<file path="config.mk">
export PLATFORM = sky130hd
export DESIGN_NAME = dma_chan
export DESIGN_NICKNAME = d
export VERILOG_FILES = /design/src/rtl/dma_chan_pkg.sv /design/src/rtl/dma_chan_regs.sv /design/src/rtl/dma_chan_req.sv /design/src/rtl/dma_chan_beat.sv /design/src/rtl/dma_chan_events.sv /design/src/rtl/dma_chan.sv
export SDC_FILE = /design/constraint.sdc
export NUM_CORES = 1
export LEC_CHECK = 0
export BUFFER_PORTS_ARGS = -buffer_cell sky130_fd_sc_hd__buf_2
export CAP_MARGIN = 10
export CORE_MARGIN = 5
export CORE_UTILIZATION = 60
export DETAILED_ROUTE_END_ITERATION = 12
export GPL_ROUTABILITY_DRIVEN = 0
export PLACE_DENSITY = 0.83
export SYNTH_ARGS = -nofsm -noshare
export SYNTH_HDL_FRONTEND = slang
export SYNTH_SLANG_ARGS = --single-unit
</file>
<file path="constraint.sdc">
create_clock -name clk -period 7.6 [get_ports clk]
set_input_delay 0.38 -clock clk [delete_from_list [all_inputs] [get_ports clk]]
set_output_delay 0.38 -clock clk [all_outputs]
set_load 0.02 [all_outputs]
</file>
<file path="src/rtl/dma_chan_pkg.sv">
package dma_chan_pkg;

    typedef enum logic [1:0] {
        BT_IDLE  = 2'd0,
        BT_READ  = 2'd1,
        BT_WRITE = 2'd2
    } beat_state_t;

    // control word: bit0 run, bit1 to_periph, bit2 half_ie, bit3 done_ie, bits5:4 prio
    typedef struct packed {
        logic [1:0] prio;
        logic       done_ie;
        logic       half_ie;
        logic       to_periph;
        logic       run;
    } chan_ctrl_t;

    localparam int CTRL_W = 6;

    localparam logic [2:0] SEL_PADDR = 3'd0;
    localparam logic [2:0] SEL_MADDR = 3'd1;
    localparam logic [2:0] SEL_COUNT = 3'd2;
    localparam logic [2:0] SEL_CTRL  = 3'd3;
    localparam logic [2:0] SEL_STAT  = 3'd4;

    localparam int ST_HALF_BIT = 0;
    localparam int ST_DONE_BIT = 1;

    function automatic chan_ctrl_t ctrl_decode(input logic [CTRL_W-1:0] w);
        return chan_ctrl_t'(w);
    endfunction

endpackage

</file>
<file path="src/rtl/dma_chan_regs.sv">
module dma_chan_regs
    import dma_chan_pkg::*;
#(
    parameter int AW = 32,
    parameter int CW = 16,
    parameter int WW = 32
) (
    input  logic          clk,
    input  logic          rst,
    input  logic          cfg_we,
    input  logic [2:0]    cfg_sel,
    input  logic [WW-1:0] cfg_wdata,
    output logic [WW-1:0] cfg_rdata,
    input  logic          busy,
    input  logic          beat_done,
    input  logic          half_set,
    input  logic          done_set,
    output chan_ctrl_t    ctrl_q,
    output logic [AW-1:0] paddr_q,
    output logic [AW-1:0] maddr_q,
    output logic [CW-1:0] cnt_rem,
    output logic [CW-1:0] cnt_init,
    output logic          half_flag,
    output logic          done_flag
);

    logic setup_ok;
    logic clr_half;
    logic clr_done;

    assign setup_ok = cfg_we && !ctrl_q.run && !busy;
    assign clr_half = cfg_we && (cfg_sel == SEL_STAT) && cfg_wdata[ST_HALF_BIT];
    assign clr_done = cfg_we && (cfg_sel == SEL_STAT) && cfg_wdata[ST_DONE_BIT];

    always_ff @(posedge clk) begin
        if (rst) begin
            ctrl_q    <= '0;
            paddr_q   <= '0;
            maddr_q   <= '0;
            cnt_rem   <= '0;
            cnt_init  <= '0;
            half_flag <= 1'b0;
            done_flag <= 1'b0;
        end else begin
            if (cfg_we && cfg_sel == SEL_CTRL)
                ctrl_q <= ctrl_decode(cfg_wdata[CTRL_W-1:0]);
            if (beat_done) begin
                maddr_q <= maddr_q + AW'(1);
                cnt_rem <= cnt_rem - CW'(1);
            end else if (setup_ok) begin
                case (cfg_sel)
                    SEL_PADDR: paddr_q <= cfg_wdata[AW-1:0];
                    SEL_MADDR: maddr_q <= cfg_wdata[AW-1:0];
                    SEL_COUNT: begin
                        cnt_rem  <= cfg_wdata[CW-1:0];
                        cnt_init <= cfg_wdata[CW-1:0];
                    end
                    default: ;
                endcase
            end
            half_flag <= (half_flag && !clr_half) || half_set;
            done_flag <= (done_flag && !clr_done) || done_set;
        end
    end

    always_comb begin
        cfg_rdata = '0;
        case (cfg_sel)
            SEL_PADDR: cfg_rdata[AW-1:0] = paddr_q;
            SEL_MADDR: cfg_rdata[AW-1:0] = maddr_q;
            SEL_COUNT: cfg_rdata[CW-1:0] = cnt_rem;
            SEL_CTRL:  cfg_rdata[CTRL_W-1:0] = ctrl_q;
            SEL_STAT: begin
                cfg_rdata[ST_HALF_BIT] = half_flag;
                cfg_rdata[ST_DONE_BIT] = done_flag;
            end
            default: cfg_rdata = '0;
        endcase
    end

endmodule

</file>
<file path="src/rtl/dma_chan_req.sv">
module dma_chan_req (
    input  logic clk,
    input  logic rst,
    input  logic per_req,
    input  logic run,
    input  logic cnt_nz,
    input  logic take,
    output logic pend
);

    always_ff @(posedge clk) begin
        if (rst || !run)
            pend <= 1'b0;
        else
            pend <= (pend && !take) || (per_req && cnt_nz);
    end

endmodule

</file>
<file path="src/rtl/dma_chan_beat.sv">
module dma_chan_beat
    import dma_chan_pkg::*;
#(
    parameter int AW = 32,
    parameter int DW = 8
) (
    input  logic          clk,
    input  logic          rst,
    input  logic          go,
    input  logic          dir_in,
    input  logic [AW-1:0] paddr,
    input  logic [AW-1:0] maddr,
    input  logic          bus_ack,
    input  logic [DW-1:0] bus_rdata,
    output logic          take,
    output logic          busy,
    output logic          beat_done,
    output logic          bus_req,
    output logic          bus_we,
    output logic [AW-1:0] bus_addr,
    output logic [DW-1:0] bus_wdata
);

    beat_state_t   st;
    logic          dir_q;
    logic [DW-1:0] data_q;
    logic          mem_side;

    always_ff @(posedge clk) begin
        if (rst) begin
            st     <= BT_IDLE;
            dir_q  <= 1'b0;
            data_q <= '0;
        end else begin
            case (st)
                BT_IDLE: if (go) begin
                    st    <= BT_READ;
                    dir_q <= dir_in;
                end
                BT_READ: if (bus_ack) begin
                    data_q <= bus_rdata;
                    st     <= BT_WRITE;
                end
                BT_WRITE: if (bus_ack) st <= BT_IDLE;
                default: st <= BT_IDLE;
            endcase
        end
    end

    always_comb begin
        take      = (st == BT_IDLE) && go;
        busy      = (st != BT_IDLE);
        bus_req   = (st == BT_READ) || (st == BT_WRITE);
        bus_we    = (st == BT_WRITE);
        mem_side  = (st == BT_READ) ? dir_q : !dir_q;
        bus_addr  = mem_side ? maddr : paddr;
        bus_wdata = data_q;
        beat_done = (st == BT_WRITE) && bus_ack;
    end

endmodule

</file>
<file path="src/rtl/dma_chan_events.sv">
module dma_chan_events #(
    parameter int CW = 16
) (
    input  logic          clk,
    input  logic          rst,
    input  logic          beat_done,
    input  logic [CW-1:0] cnt_rem,
    input  logic [CW-1:0] cnt_init,
    output logic          half_set,
    output logic          done_set,
    output logic          eot,
    output logic          eot_early
);

    localparam logic [CW-1:0] ONE = CW'(1);
    localparam logic [CW-1:0] TWO = CW'(2);

    logic [CW-1:0] half_mark;
    logic [CW-1:0] rem_after;

    assign half_mark = cnt_init >> 1;
    assign rem_after = cnt_rem - ONE;
    assign half_set  = beat_done && (rem_after == half_mark);
    assign done_set  = beat_done && (cnt_rem == ONE);

    always_ff @(posedge clk) begin
        if (rst) begin
            eot       <= 1'b0;
            eot_early <= 1'b0;
        end else begin
            eot       <= beat_done && (cnt_rem == ONE);
            eot_early <= beat_done && (cnt_rem == TWO);
        end
    end

endmodule

</file>
<file path="src/rtl/dma_chan.sv">
module dma_chan
    import dma_chan_pkg::*;
#(
    parameter int AW = 32,
    parameter int DW = 8,
    parameter int CW = 16
) (
    input  logic          clk,
    input  logic          rst,
    input  logic          cfg_we,
    input  logic [2:0]    cfg_sel,
    input  logic [31:0]   cfg_wdata,
    output logic [31:0]   cfg_rdata,
    input  logic          per_req,
    output logic          per_eot,
    output logic          per_eot_early,
    output logic          bus_req,
    output logic          bus_we,
    output logic [AW-1:0] bus_addr,
    output logic [DW-1:0] bus_wdata,
    input  logic [DW-1:0] bus_rdata,
    input  logic          bus_ack,
    output logic          irq_half,
    output logic          irq_done,
    output logic [1:0]    chan_prio
);

    localparam int WW = 32;

    chan_ctrl_t    ctrl_q;
    logic [AW-1:0] paddr_q;
    logic [AW-1:0] maddr_q;
    logic [CW-1:0] cnt_rem;
    logic [CW-1:0] cnt_init;
    logic          half_flag;
    logic          done_flag;
    logic          busy;
    logic          beat_done;
    logic          take;
    logic          pend;
    logic          go;
    logic          cnt_nz;
    logic          half_set;
    logic          done_set;
    logic          run_w;

    assign run_w  = ctrl_q.run;
    assign cnt_nz = (cnt_rem != '0);
    assign go     = pend && run_w && cnt_nz;

    dma_chan_regs #(.AW(AW), .CW(CW), .WW(WW)) u_regs (
        .clk       (clk),
        .rst       (rst),
        .cfg_we    (cfg_we),
        .cfg_sel   (cfg_sel),
        .cfg_wdata (cfg_wdata),
        .cfg_rdata (cfg_rdata),
        .busy      (busy),
        .beat_done (beat_done),
        .half_set  (half_set),
        .done_set  (done_set),
        .ctrl_q    (ctrl_q),
        .paddr_q   (paddr_q),
        .maddr_q   (maddr_q),
        .cnt_rem   (cnt_rem),
        .cnt_init  (cnt_init),
        .half_flag (half_flag),
        .done_flag (done_flag)
    );

    dma_chan_req u_req (
        .clk     (clk),
        .rst     (rst),
        .per_req (per_req),
        .run     (run_w),
        .cnt_nz  (cnt_nz),
        .take    (take),
        .pend    (pend)
    );

    dma_chan_beat #(.AW(AW), .DW(DW)) u_beat (
        .clk       (clk),
        .rst       (rst),
        .go        (go),
        .dir_in    (ctrl_q.to_periph),
        .paddr     (paddr_q),
        .maddr     (maddr_q),
        .bus_ack   (bus_ack),
        .bus_rdata (bus_rdata),
        .take      (take),
        .busy      (busy),
        .beat_done (beat_done),
        .bus_req   (bus_req),
        .bus_we    (bus_we),
        .bus_addr  (bus_addr),
        .bus_wdata (bus_wdata)
    );

    dma_chan_events #(.CW(CW)) u_events (
        .clk       (clk),
        .rst       (rst),
        .beat_done (beat_done),
        .cnt_rem   (cnt_rem),
        .cnt_init  (cnt_init),
        .half_set  (half_set),
        .done_set  (done_set),
        .eot       (per_eot),
        .eot_early (per_eot_early)
    );

    assign irq_half  = half_flag && ctrl_q.half_ie;
    assign irq_done  = done_flag && ctrl_q.done_ie;
    assign chan_prio = ctrl_q.prio;

endmodule

</file>
==> results of run 1 <==
==> tightest hold or removal path, cell delays in order <==
cell	delay (ps)
buf_2	90
nand2_1	40
a21oi_1	50
==> sequential cells by signal, summed over array words and instances, names as in the netlist, 2 cells and up <==
signal            flops
u_regs.maddr_q       32
u_regs.paddr_q       32
u_regs.cnt_rem       16
u_regs.cnt_init      15
u_beat.bus_wdata      8
u_regs.ctrl_q         6
u_beat.st             2
==> cell usage after synthesis (9+ instances only) <==
cell / instances
or3_1: 10
a21oi_1: 96
nand4_1: 10
a211oi_1: 15
and2_1: 14
o21ai_0: 29
nor3_1: 22
and3_1: 18
nor4_1: 11
nand2_1: 169
xor2_1: 9
inv_1: 9
dfxtp_1: 117
clkbuf_1: 60
a31oi_1: 9
xnor2_1: 16
mux2_2: 35
nand3_1: 22
nor2_1: 77
a22o_1: 17
mux2i_1: 20
==> stage by stage <==
| step | power, mW | setup slack (ps) | cell area [um^2] | instances | util, % |
|---|---|---|---|---|---|
| after floorplan | 0.752 | 5110 | 6680 | 871 | - |
| after global placement | 0.795 | 4380 | 7280 | 1078 | 66.9 |
| after detailed placement | 0.798 | 4260 | 7280 | 1078 | 66.9 |
| after CTS | 1.64 | 4190 | 7900 | 1108 | 72.6 |
| after global routing | 1.68 | 3870 | 7910 | 1109 | 72.7 |
| final | 1.63 | 4100 | 7910 | 1109 | 72.7 |
==> worst max-delay path by stage <==
| stage | start | end | slack, ps |
|---|---|---|---|
| after global placement | cfg_sel[0] | u_regs.maddr_q[16]$_SDFFE_PP0P_ | 4380 |
| after floorplan | u_regs.cnt_rem[0]$_SDFFE_PP0P_ | u_regs.half_flag$_SDFF_PP0_ | 5110 |
| after CTS | u_beat.st[0]$_SDFFE_PP0P_ | u_regs.maddr_q[16]$_SDFFE_PP0P_ | 4190 |
| after global routing | u_beat.st[0]$_SDFFE_PP0P_ | u_regs.maddr_q[16]$_SDFFE_PP0P_ | 3870 |
| after detailed placement | cfg_sel[0] | u_regs.maddr_q[16]$_SDFFE_PP0P_ | 4260 |
| final | u_beat.st[0]$_SDFFE_PP0P_ | u_regs.maddr_q[16]$_SDFFE_PP0P_ | 4100 |
==> per-layer routing <==
layer	track usage [%]	vias up
li1	-	3277
met1	40.4	3309
met2	49.3	377
met3	6.84	48
met4	11.4	0
met5	0	-
==> final cells by class <==
type,count,area share [%]
clock buffers,21,5.93
clock inverters,9,1.90
inverters,9,0.427
multi-input cells,677,51.0
flip-flops and latches,117,29.6
well taps,140,2.21
repair buffers,136,8.97
==> report_power, final <==
group	total, mW	internal [mW]	switching (mW)
Combinational	0.147	0.0556	0.0915
Sequential	0.642	0.626	0.0163
Clock	0.846	0.562	0.284
==> logic make-up (layout without fill, tap and decap cells) <==
group           count (synthesis)  after routing  synth area share [%]
simple gates                  380            380                  26.2
compound gates                205            205                  19.0
flops                         117            117                  35.1
buf+inv                        77            175                  4.78
mux                            60             60                  10.5
xor+xnor                       25             25                  3.28
fa+ha+maj                       7              7                  1.31
==> out/qor.tcl, run 1 <==
set qor(worst_path_max_delay_cell) {nor4bb_1}
set qor(gr-total-overflow) 0
set qor(detail_route.wl_per_cell_um) 18.3
set qor(h-tree-depth) 4
set qor(clock_tree.buffer_depth) 2
set qor(r2r.worst_path.cells) 9
set qor(ys_seq_area_share_pct) 35.1
set qor(clock_tree_from_tritoncts) {yes}
set qor(yosys.area.top_type_share_pct) 35.1
set qor(detail_route.first_pass.iterations) 6
set qor(maxUsedRoutingLayer) {met4}
set qor(final_common_cell) {nand2_1}
set qor(cts_inserted_buffers) 17
set qor(synth_async_sr_flop_share_pct) 0
set qor(whs_ps) 98.7
set qor(holdCritStartpoint) {bus_rdata[5]}
set qor(setup_total_negative_slack_ps) 0
set qor(worst_hold_path.endpoint) {u_beat.bus_wdata[5]$_SDFFE_PP0P_}
set qor(critical_path.max_stage_delay_ps) 830
set qor(buffer_count_from_post_cts_setup_fixing) 0
set qor(met3_length_um) 2000
set qor(die-height_um) 116
set qor(dp_hpwl_um) 13800
set qor(worstPathBufferInverterCount) 2
set qor(cell_area_after_technology_mapping_mm2) 0.00668
set qor(hold_path.class) {input pin to flip-flop}
set qor(number_of_warnings_printed_during_yosys_synthesis) 0
set qor(r2r-start) {u_beat.st[0]$_SDFFE_PP0P_}
set qor(setup-violations-final) 0
set qor(buffer_ports.inserted) 127
set qor(syn_area_per_cell_um2) 7.67
set qor(fin_crit_ps) 3500
set qor(worst_ep_arrival_time_ps) 3930
set qor(critPathKind) {flip-flop to flip-flop}
set qor(cp_cell_sequence) {inv_1, ha_1, nor4bb_1, nand2_1, nor2_1, buf_4, a211oi_1, a41o_1, nor3_1}
set qor(synth_top_cell_by_area) {dfxtp_1}
set qor(drt-total-wl_um) 20300
set qor(multi_input_comb_area_mm2) 0.00403
set qor(detail_route.iter0.violations) 811
set qor(grt_max_degree) 75
set qor(synth_nets) 926
set qor(grt_antenna_before_repair) 0
set qor(power.density_mw_per_mm2) 207
set qor(finalCritPeriodShare_pct) 46.0
set qor(maxSlewViolCount) 0
set qor(syn_inst) 871
set qor(cellLeakagePower_nw) 3.29
set qor(timing.max_slew.rel_slack_pct) 32.9
set qor(drv_cap) 0
set qor(n_antenna_cell) 0
set qor(required_time_of_the_critical_path_ps) 8030
set qor(maximum_clock_frequency_ghz) 0.286
set qor(hold_path_depth) 3
set qor(synth-seq-cells) 117
set qor(number_of_remaining_drc_errors) 0
set qor(global_route_wire_length_before_repair_um) 32700
set qor(floorplan.initialDensity_pct) 61.4
set qor(post_synth_main_area_contributors) {dfxtp_1 35%, nand2_1 9.5%, a21oi_1 7.2%}
set qor(fin_nets) 1013
set qor(cts-root-buf) {clkbuf_8}
set qor(worst_skew_pair.late_latency_ps) 520
set qor(routed_via_density) 6.32
set qor(layout_common_cells) {169 x nand2_1, 126 x buf_2, 117 x dfxtp_1}
set qor(r2r_slack_ps) 4100
set qor(worst-slew-pin-transition_ps) 992
set qor(vias) 7011
set qor(grt_usage_pct) 30.7
set qor(critical-path-top-delay-family) {simple AND/OR/NAND/NOR gates}
set qor(worst_clock_skew_ps) 7.73
set qor(ff_latch_area_mm2) 0.00234
set qor(drtAntennaViolNets) 0
set qor(postcts_resize_cnt) 0
set qor(finalHoldViolations) 0
set qor(path_max_fanout) 13
set qor(synth_cell_type_count) 55
set qor(chip_width_um) 116
set qor(drive_above_1_share_pct) 22.3
set qor(std_cell_rows) 38
set qor(cts-hold-fix-buffers) 0
set qor(cts.sinks) 117
set qor(wl_met2_um) 9460
set qor(number_of_top_level_design_ports) 128
set qor(met1Wirelength_um) 8230
set qor(outcome) {completed}
set qor(synth-edff-count) 0
set qor(rsz0062_at_grt) {false}
set qor(die_area_mm2) 0.0133
set qor(critical_path_cell_count) 9
set qor(worst_r2r_endpoint) {u_regs.maddr_q[16]$_SDFFE_PP0P_}
set qor(fp.coreArea_mm2) 0.0109
set qor(grt_pass1_vias) 6442
set qor(clkTransAtPathRegs_ps) 60
set qor(fillCellCount) 859
set qor(peakVddDrop_uv) 183
set qor(syn2layout_area_growth_pct) 18.4
set qor(critPathCaptureType) {flip-flop}
set qor(setup.worst_path.start_class) {flip-flop}
set qor(postSynth.topFlopCell) {dfxtp_1}
Note: power is estimated with default switching activity, not from simulation.
==> run 2, diff against run 1 <==
Settings changed: ABC_AREA set to 1, CORE_UTILIZATION 60 to 51, PLACE_DENSITY 0.83 to 0.74.
Clock period 7.6 ns to 3 ns, I/O delays scaled along.
==> run 2 against run 1 <==
Against the previous run: worst hold slack worse by 87 ps; routed wire length is 10% higher; synthesized cell count up 26%; count of clock-buffer cells in the layout grew 2; via count is 11% higher; worst setup slack worse by 3700 ps; largest power group unchanged.
==> out/qor.tcl, run 2 <==
set qor(routed_via_density) 5.53 ;# -13%
set qor(clock_tree_from_tritoncts) {yes}
set qor(maxSlewViolCount) 0 ;# unchanged
set qor(r2r-start) {u_beat.st[0]$_SDFFE_PP0P_}
set qor(number_of_remaining_drc_errors) 0 ;# unchanged
set qor(synth_async_sr_flop_share_pct) 0 ;# unchanged
set qor(rsz0062_at_grt) {false}
set qor(grt_max_degree) 66 ;# -12%
set qor(layout_common_cells) {277 x nand2_1, 145 x inv_1, 127 x buf_2}
set qor(timing.max_slew.rel_slack_pct) 32.5 ;# -0.48 points
set qor(fillCellCount) 1260 ;# +47%
set qor(chip_width_um) 127 ;# +10%
set qor(ys_seq_area_share_pct) 33.5 ;# -1.6 points
set qor(path_max_fanout) 35 ;# +22
set qor(critPathCaptureType) {output port}
set qor(setup_total_negative_slack_ps) 0 ;# unchanged
set qor(finalCritPeriodShare_pct) 85.8
set qor(cp_cell_sequence) {inv_1, ha_1, xor2_4, buf_12, nand2_1, o21ai_0, buf_2}
set qor(syn2layout_area_growth_pct) 20.8
set qor(cts-root-buf) {clkbuf_16}
set qor(syn_inst) 1097 ;# +26%
set qor(cts.sinks) 117 ;# unchanged
set qor(synth_nets) 1152 ;# +24%
set qor(number_of_warnings_printed_during_yosys_synthesis) 0 ;# unchanged
set qor(drtAntennaViolNets) 0 ;# unchanged
set qor(dp_slack_ps) 747 ;# -3510 ps
set qor(yosys.area.top_type_share_pct) 33.5 ;# -1.6 points
set qor(worstPathBufferInverterCount) 3 ;# +1
set qor(finalHoldViolations) 0 ;# unchanged
set qor(syn_area_per_cell_um2) 6.38 ;# -17%
set qor(post_synth_main_area_contributors) {dfxtp_1 33%, nand2_1 15%, inv_1 7.8%}
set qor(ff_latch_area_mm2) 0.00234 ;# unchanged
set qor(timing.final.ws_setup_ps) 426 ;# -3680 ps
set qor(grt_usage_pct) 27.2 ;# -3.4 points
set qor(global_route_wire_length_before_repair_um) 35300 ;# +7.9%
set qor(n_antenna_cell) 0 ;# unchanged
set qor(critPathKind) {flip-flop to output port}
set qor(synth.most_common_cell) {nand2_1}
set qor(drive_above_1_share_pct) 16.6 ;# -5.7 points
set qor(worst_skew_pair.late_latency_ps) 420 ;# -100 ps
set qor(postSynth.topFlopCell) {dfxtp_1}
set qor(die-height_um) 127 ;# +10%
set qor(drv_cap) 0 ;# unchanged
set qor(floorplan.initialDensity_pct) 52.4 ;# -8.9 points
set qor(fin_nets) 1271 ;# +25%
set qor(reg_top3) {u_regs.maddr_q: 32 flops, u_regs.paddr_q: 32 flops, u_regs.cnt_rem: 16 flops}
set qor(outcome) {completed}
set qor(multi_input_comb_area_mm2) 0.00384 ;# -4.8%
set qor(synth_top_cell_by_area) {dfxtp_1}
set qor(grt_most_used_layer) {met2}
set qor(setup-violations-final) 0 ;# unchanged
set qor(ys_top_cells_by_count) {277 x nand2_1, 145 x inv_1, 117 x dfxtp_1}
set qor(cell_area_after_technology_mapping_mm2) 0.00700 ;# +4.8%
set qor(detail_route.iter0.violations) 721 ;# -11%
set qor(critical-path-top-delay-family) {XOR/XNOR gates}
set qor(h-tree-depth) 4 ;# unchanged
set qor(number_of_top_level_design_ports) 128 ;# unchanged
set qor(grt_pass1_vias) 6958 ;# +8.0%
set qor(clkTransAtPathRegs_ps) 50 ;# about the same
set qor(maximum_clock_frequency_ghz) 0.389
set qor(hold_path.class) {input pin to flip-flop}
set qor(peakVddDrop_uv) 330 ;# +80%
set qor(worst_path_max_delay_cell) {xor2_4}
set qor(vias) 7771 ;# +11%
set qor(holdCritStartpoint) {cfg_wdata[27]}
set qor(post_dp_cell_area_mm2) 0.00773 ;# +6.2%
set qor(clock_tree.buffer_depth) 2 ;# unchanged
set qor(design_area_mm2) 0.00846 ;# +6.9%
set qor(std_cell_rows) 42 ;# +11%
set qor(worst_clock_skew_ps) 5.99 ;# -1.73 ps
set qor(critical_path.max_stage_delay_ps) 650 ;# -180 ps
set qor(gr-total-overflow) 0 ;# unchanged
set qor(die_area_mm2) 0.0162 ;# +21%
set qor(worst_ep_arrival_time_ps) 2420 ;# -1510 ps
set qor(synth-seq-cells) 117 ;# unchanged
set qor(final_core_utilization_pct) 63.3 ;# -9.3 points
set qor(buffer_ports.inserted) 127 ;# unchanged
set qor(groute.layer.met1.usage_pct) 37.1 ;# -3.3 points
set qor(setup.worst_path.start_class) {flip-flop}
set qor(final_common_cell) {nand2_1}
set qor(cts_inserted_buffers) 17 ;# unchanged
set qor(worst-slew-pin-transition_ps) 1010 ;# +19.7 ps
set qor(required_time_of_the_critical_path_ps) 2850 ;# -5180 ps
set qor(synth-edff-count) 0 ;# unchanged
set qor(detail_route.wl_per_cell_um) 15.9 ;# -13%
set qor(grt_antenna_before_repair) 0 ;# unchanged
set qor(postcts_resize_cnt) 0 ;# unchanged
set qor(global_route.usage.met2_pct) 42.5 ;# -6.9 points
set qor(fp.coreArea_mm2) 0.0133 ;# +23%
set qor(crit_start) {u_beat.st[1]$_SDFFE_PP0P_}
set qor(cellLeakagePower_nw) 3.63 ;# +10%
set qor(detail_route.first_pass.iterations) 5 ;# -1
set qor(dp_hpwl_um) 16000 ;# +16%
set qor(drt-total-wl_um) 22300 ;# +10%
set qor(fin_crit_ps) 2570
set qor(synth_cell_type_count) 49 ;# -11%
set qor(groute.layer.met3.usage_pct) 6.01 ;# -0.83 points
set qor(power.density_mw_per_mm2) 507 ;# +150%
run 2: cell types whose count changed after synthesis, moves of 31 or more:
cell | previous run | this run
o21ai_0 | 29 | 101
clkbuf_1 | 60 | 29
mux2_2 | 35 | 0
inv_1 | 9 | 145
nand2_1 | 169 | 277
nand3_1 | 22 | 56
nor2_1 | 77 | 115
run 2: what timing repair did:
action                                 CTS  global route
endpoints found under the hold margin    9             0
hold buffers                             9             0
setup buffers                            0             0
run 2: logic make-up after synthesis:
family	Yosys count	synth area share, %
buffers and inverters	203	11.9
AOI/OAI and AO/OA	262	21.7
xor gates and xnor gates	7	0.876
and+or+nand+nor	501	30.8
DFF	117	33.5
adders and majority gates	7	1.25
run 2: final timing paths:
path | endpoint | depth (start not counted) | slack (ps)
max | bus_addr[15] | 7 | 430
max reg2reg | u_regs.maddr_q[5]$_SDFFE_PP0P_ | 9 | 720
min reg2reg | u_regs.paddr_q[26]$_SDFFE_PP0P_ | 2 | 470
min | u_regs.paddr_q[27]$_SDFFE_PP0P_ | 3 | 10
run 2: layer usage:
| layer | part of all wire (%) | vias up |
|---|---|---|
| met5 | 0 | - |
| li1 | - | 3847 |
| met2 | 44 | 381 |
| met4 | 2.4 | 0 |
| met1 | 44 | 3496 |
| met3 | 9.8 | 47 |
run 2: cell type report:
class / count / share of cell area [%]
tap: 176 / 2.60
multi-input combinational: 777 / 45.4
sequential: 117 / 27.7
timing repair buffer: 148 / 9.80
inverter: 155 / 6.97
clock inverter: 9 / 1.75
clock buffer: 23 / 5.77
run 2: worst register-to-register path, stage by stage, from the launching register on:
cell and delay [ps]:
dfxtp_1 350, inv_1 70, ha_1 210, nand2_1 300, inv_2 240, nor2_8 440
inv_2 230, nor2_1 130, nor2_1 50, a311oi_1 180
run 2: per-stage QoR:
stage	power, mW	std cells	hold slack, ps
floorplan	1.96	1097	293
global placement	2.10	1364	398
detailed placement	2.11	1364	406
CTS	4.29	1405	8.44
global route	4.42	1405	20.9
finish	4.29	1405	11.6
run 2: where the power goes:
group,internal [mW],switching (mW)
Clock,1.47,0.726
Sequential,1.60,0.0333
Combinational,0.151,0.313
Total,3.22,1.07
==> run 3, diff against run 2 <==
Settings changed: ABC_AREA 1 to not set, SKIP_LAST_GASP set to 1.
==> run 3 against run 2 <==
Against the previous run: worst setup slack lost 95 ps; final cell count shrank 16%; routed wire length shrank 5.0%; sequential share of layout area grew 0.65 points; critical endpoint is now u_regs.half_flag$_SDFF_PP0_; largest cell class unchanged.
==> out/qor.tcl, run 3 (synthesis gave the netlist of run 1 again) <==
set qor(outcome) {completed}
set qor(grt_usage_pct) 26.9 ;# -0.27 points
set qor(rsz0062_at_grt) {false}
set qor(global_route.usage.met2_pct) 42.9 ;# +0.44 points
set qor(worst_skew_pair.late_latency_ps) 420 ;# about the same
set qor(worstPathBufferInverterCount) 1 ;# -2
set qor(gr-total-overflow) 0 ;# unchanged
set qor(grt_max_degree) 105 ;# +59%
set qor(critical_path.max_stage_delay_ps) 560 ;# -90 ps
set qor(timing.final.ws_setup_ps) 331 ;# -94.6 ps
set qor(setup_total_negative_slack_ps) 0 ;# unchanged
set qor(cts.sinks) 117 ;# unchanged
set qor(h-tree-depth) 4 ;# unchanged
set qor(grt_pass1_vias) 6530 ;# -6.2%
set qor(global_route_wire_length_before_repair_um) 34500 ;# -2.0%
set qor(groute.layer.met3.usage_pct) 6.22 ;# +0.21 points
set qor(required_time_of_the_critical_path_ps) 3340 ;# +490 ps
set qor(timing.max_slew.rel_slack_pct) 22.0 ;# -11 points
set qor(chip_width_um) 124 ;# -2.1%
set qor(setup-violations-final) 0 ;# unchanged
set qor(final_common_cell) {nand2_1}
set qor(drv_cap) 0 ;# unchanged
set qor(vias) 6939 ;# -11%
set qor(critical-path-top-delay-family) {simple AND/OR/NAND/NOR gates}
set qor(setup.worst_path.start_class) {flip-flop}
set qor(critPathCaptureType) {flip-flop}
set qor(number_of_top_level_design_ports) 128 ;# unchanged
set qor(finalHoldViolations) 0 ;# unchanged
set qor(hold_path.class) {input pin to flip-flop}
set qor(number_of_remaining_drc_errors) 0 ;# unchanged
set qor(fin_crit_ps) 2670 ;# +94.6 ps
set qor(clkTransAtPathRegs_ps) 50 ;# about the same
set qor(cts_inserted_buffers) 17 ;# unchanged
set qor(dp_hpwl_um) 14500 ;# -9.7%
set qor(grt_most_used_layer) {met2}
set qor(die_area_mm2) 0.0155 ;# -4.2%
set qor(fin_nets) 1050 ;# -17%
set qor(worst_path_max_delay_cell) {or3b_2}
set qor(n_antenna_cell) 0 ;# unchanged
set qor(cp_cell_sequence) {inv_1, ha_1, or3b_2, or4_4, mux2_4, mux2i_1, a21oi_1, o31ai_2}
set qor(maxSlewViolCount) 0 ;# unchanged
set qor(grt_antenna_before_repair) 0 ;# unchanged
set qor(worst_clock_skew_ps) 7.41 ;# +1.42 ps
set qor(detail_route.iter0.violations) 666 ;# -7.6%
set qor(syn2layout_area_growth_pct) 23.6
set qor(layout_common_cells) {169 x nand2_1, 126 x buf_2, 117 x dfxtp_1}
set qor(path_max_fanout) 7 ;# -80%
set qor(worst_ep_arrival_time_ps) 3010 ;# +590 ps
set qor(clock_tree.buffer_depth) 2 ;# unchanged
set qor(postcts_resize_cnt) 0 ;# unchanged
set qor(reg_top3) {u_regs.maddr_q: 32 flops, u_regs.paddr_q: 32 flops, u_regs.cnt_rem: 16 flops}
set qor(std_cell_rows) 41 ;# -2.4%
set qor(drtAntennaViolNets) 0 ;# unchanged
set qor(groute.layer.met1.usage_pct) 35.3 ;# -1.8 points
set qor(detail_route.first_pass.iterations) 6 ;# +1
set qor(drive_above_1_share_pct) 21.9 ;# +5.3 points
set qor(cellLeakagePower_nw) 3.44 ;# -5.4%
set qor(dp_slack_ps) 353 ;# -393 ps
set qor(die-height_um) 124 ;# -2.1%
set qor(critPathKind) {flip-flop to flip-flop}
set qor(floorplan.initialDensity_pct) 52.5 ;# +0.081 points
set qor(p_total_mw) 4.10 ;# -4.4%
set qor(finalCritPeriodShare_pct) 89.0 ;# +3.2 points
set qor(cts-root-buf) {clkbuf_16}
set qor(clock_tree_from_tritoncts) {yes}
set qor(detail_route.wl_per_cell_um) 18.0 ;# +13%
set qor(maximum_clock_frequency_ghz) 0.375 ;# -3.5%
set qor(worst-slew-pin-transition_ps) 1170 ;# +159 ps
set qor(peakVddDrop_uv) 287 ;# -13%
set qor(final_core_utilization_pct) 64.9 ;# +1.6 points
set qor(power.density_mw_per_mm2) 496 ;# -2.2%
set qor(drt-total-wl_um) 21200 ;# -5.0%
set qor(fp.coreArea_mm2) 0.0127 ;# -4.7%
set qor(routed_via_density) 5.88 ;# +6.3%
set qor(buffer_ports.inserted) 127 ;# unchanged
==> run 3: final timing paths <==
kind	start	to	slack [ps]	cells after the start
hold reg to reg	u_beat.bus_wdata[6]$_SDFFE_PP0P_	u_beat.bus_wdata[6]$_SDFFE_PP0P_	450	2
setup reg to reg	u_regs.cnt_rem[0]$_SDFFE_PP0P_	u_regs.half_flag$_SDFF_PP0_	330	8
setup / recovery	u_regs.cnt_rem[0]$_SDFFE_PP0P_	u_regs.half_flag$_SDFF_PP0_	330	8
hold / removal	cfg_wdata[11]	u_regs.paddr_q[11]$_SDFFE_PP0P_	20	3
==> run 3: routing by layer <==
metal / wire (um) / vias to the layer above
li1: - / 3341
met1: 8960 / 3229
met2: 9790 / 329
met3: 1890 / 40
met4: 553 / 0
met5: 0 / -
==> run 3: final cells by class <==
cell class                      instances  area (um^2)
Timing Repair Buffer                  173         1050
Clock buffer                           29          500
Sequential cell                       117         2340
Fill cell                            1133         4460
Multi-Input combinational cell        677         4030
Inverter                                9         33.8
Tap cell                              172          215
Clock inverter                          3         90.1
==> run 3: where the power goes <==
| part | switching, mW | total, mW | internal [mW] |
|---|---|---|---|
| clock | 0.688 | 2.06 | 1.37 |
| sequential | 0.0395 | 1.63 | 1.59 |
| combinational | 0.244 | 0.413 | 0.169 |
| total | 0.972 | 4.10 | 3.13 |
==> run 3: timing repair <==
item                      4_1_cts  5_1_grt
hold endpoints to repair       30        0
setup buffers                   0        0
hold buffers                   25        0
==> run 3: worst reg2reg max path: stages, from the launching register on <==
cell     delay (ps)
dfxtp_1         360
inv_1           130
ha_1            280
or3b_2          560
or4_4           490
mux2_4          310
mux2i_1         120
a21oi_1         110
o31ai_2         230
==> run 3: metrics by stage <==
stage | std cells | instance area (um^2) | hold slack (ps)
after floorplan | 871 | 6680 | 286
after global placement | 1123 | 7420 | 366
after detailed placement | 1123 | 7420 | 370
after CTS | 1180 | 8260 | 4.90
after global routing | 1180 | 8260 | 15.6
final | 1180 | 8260 | 15.8
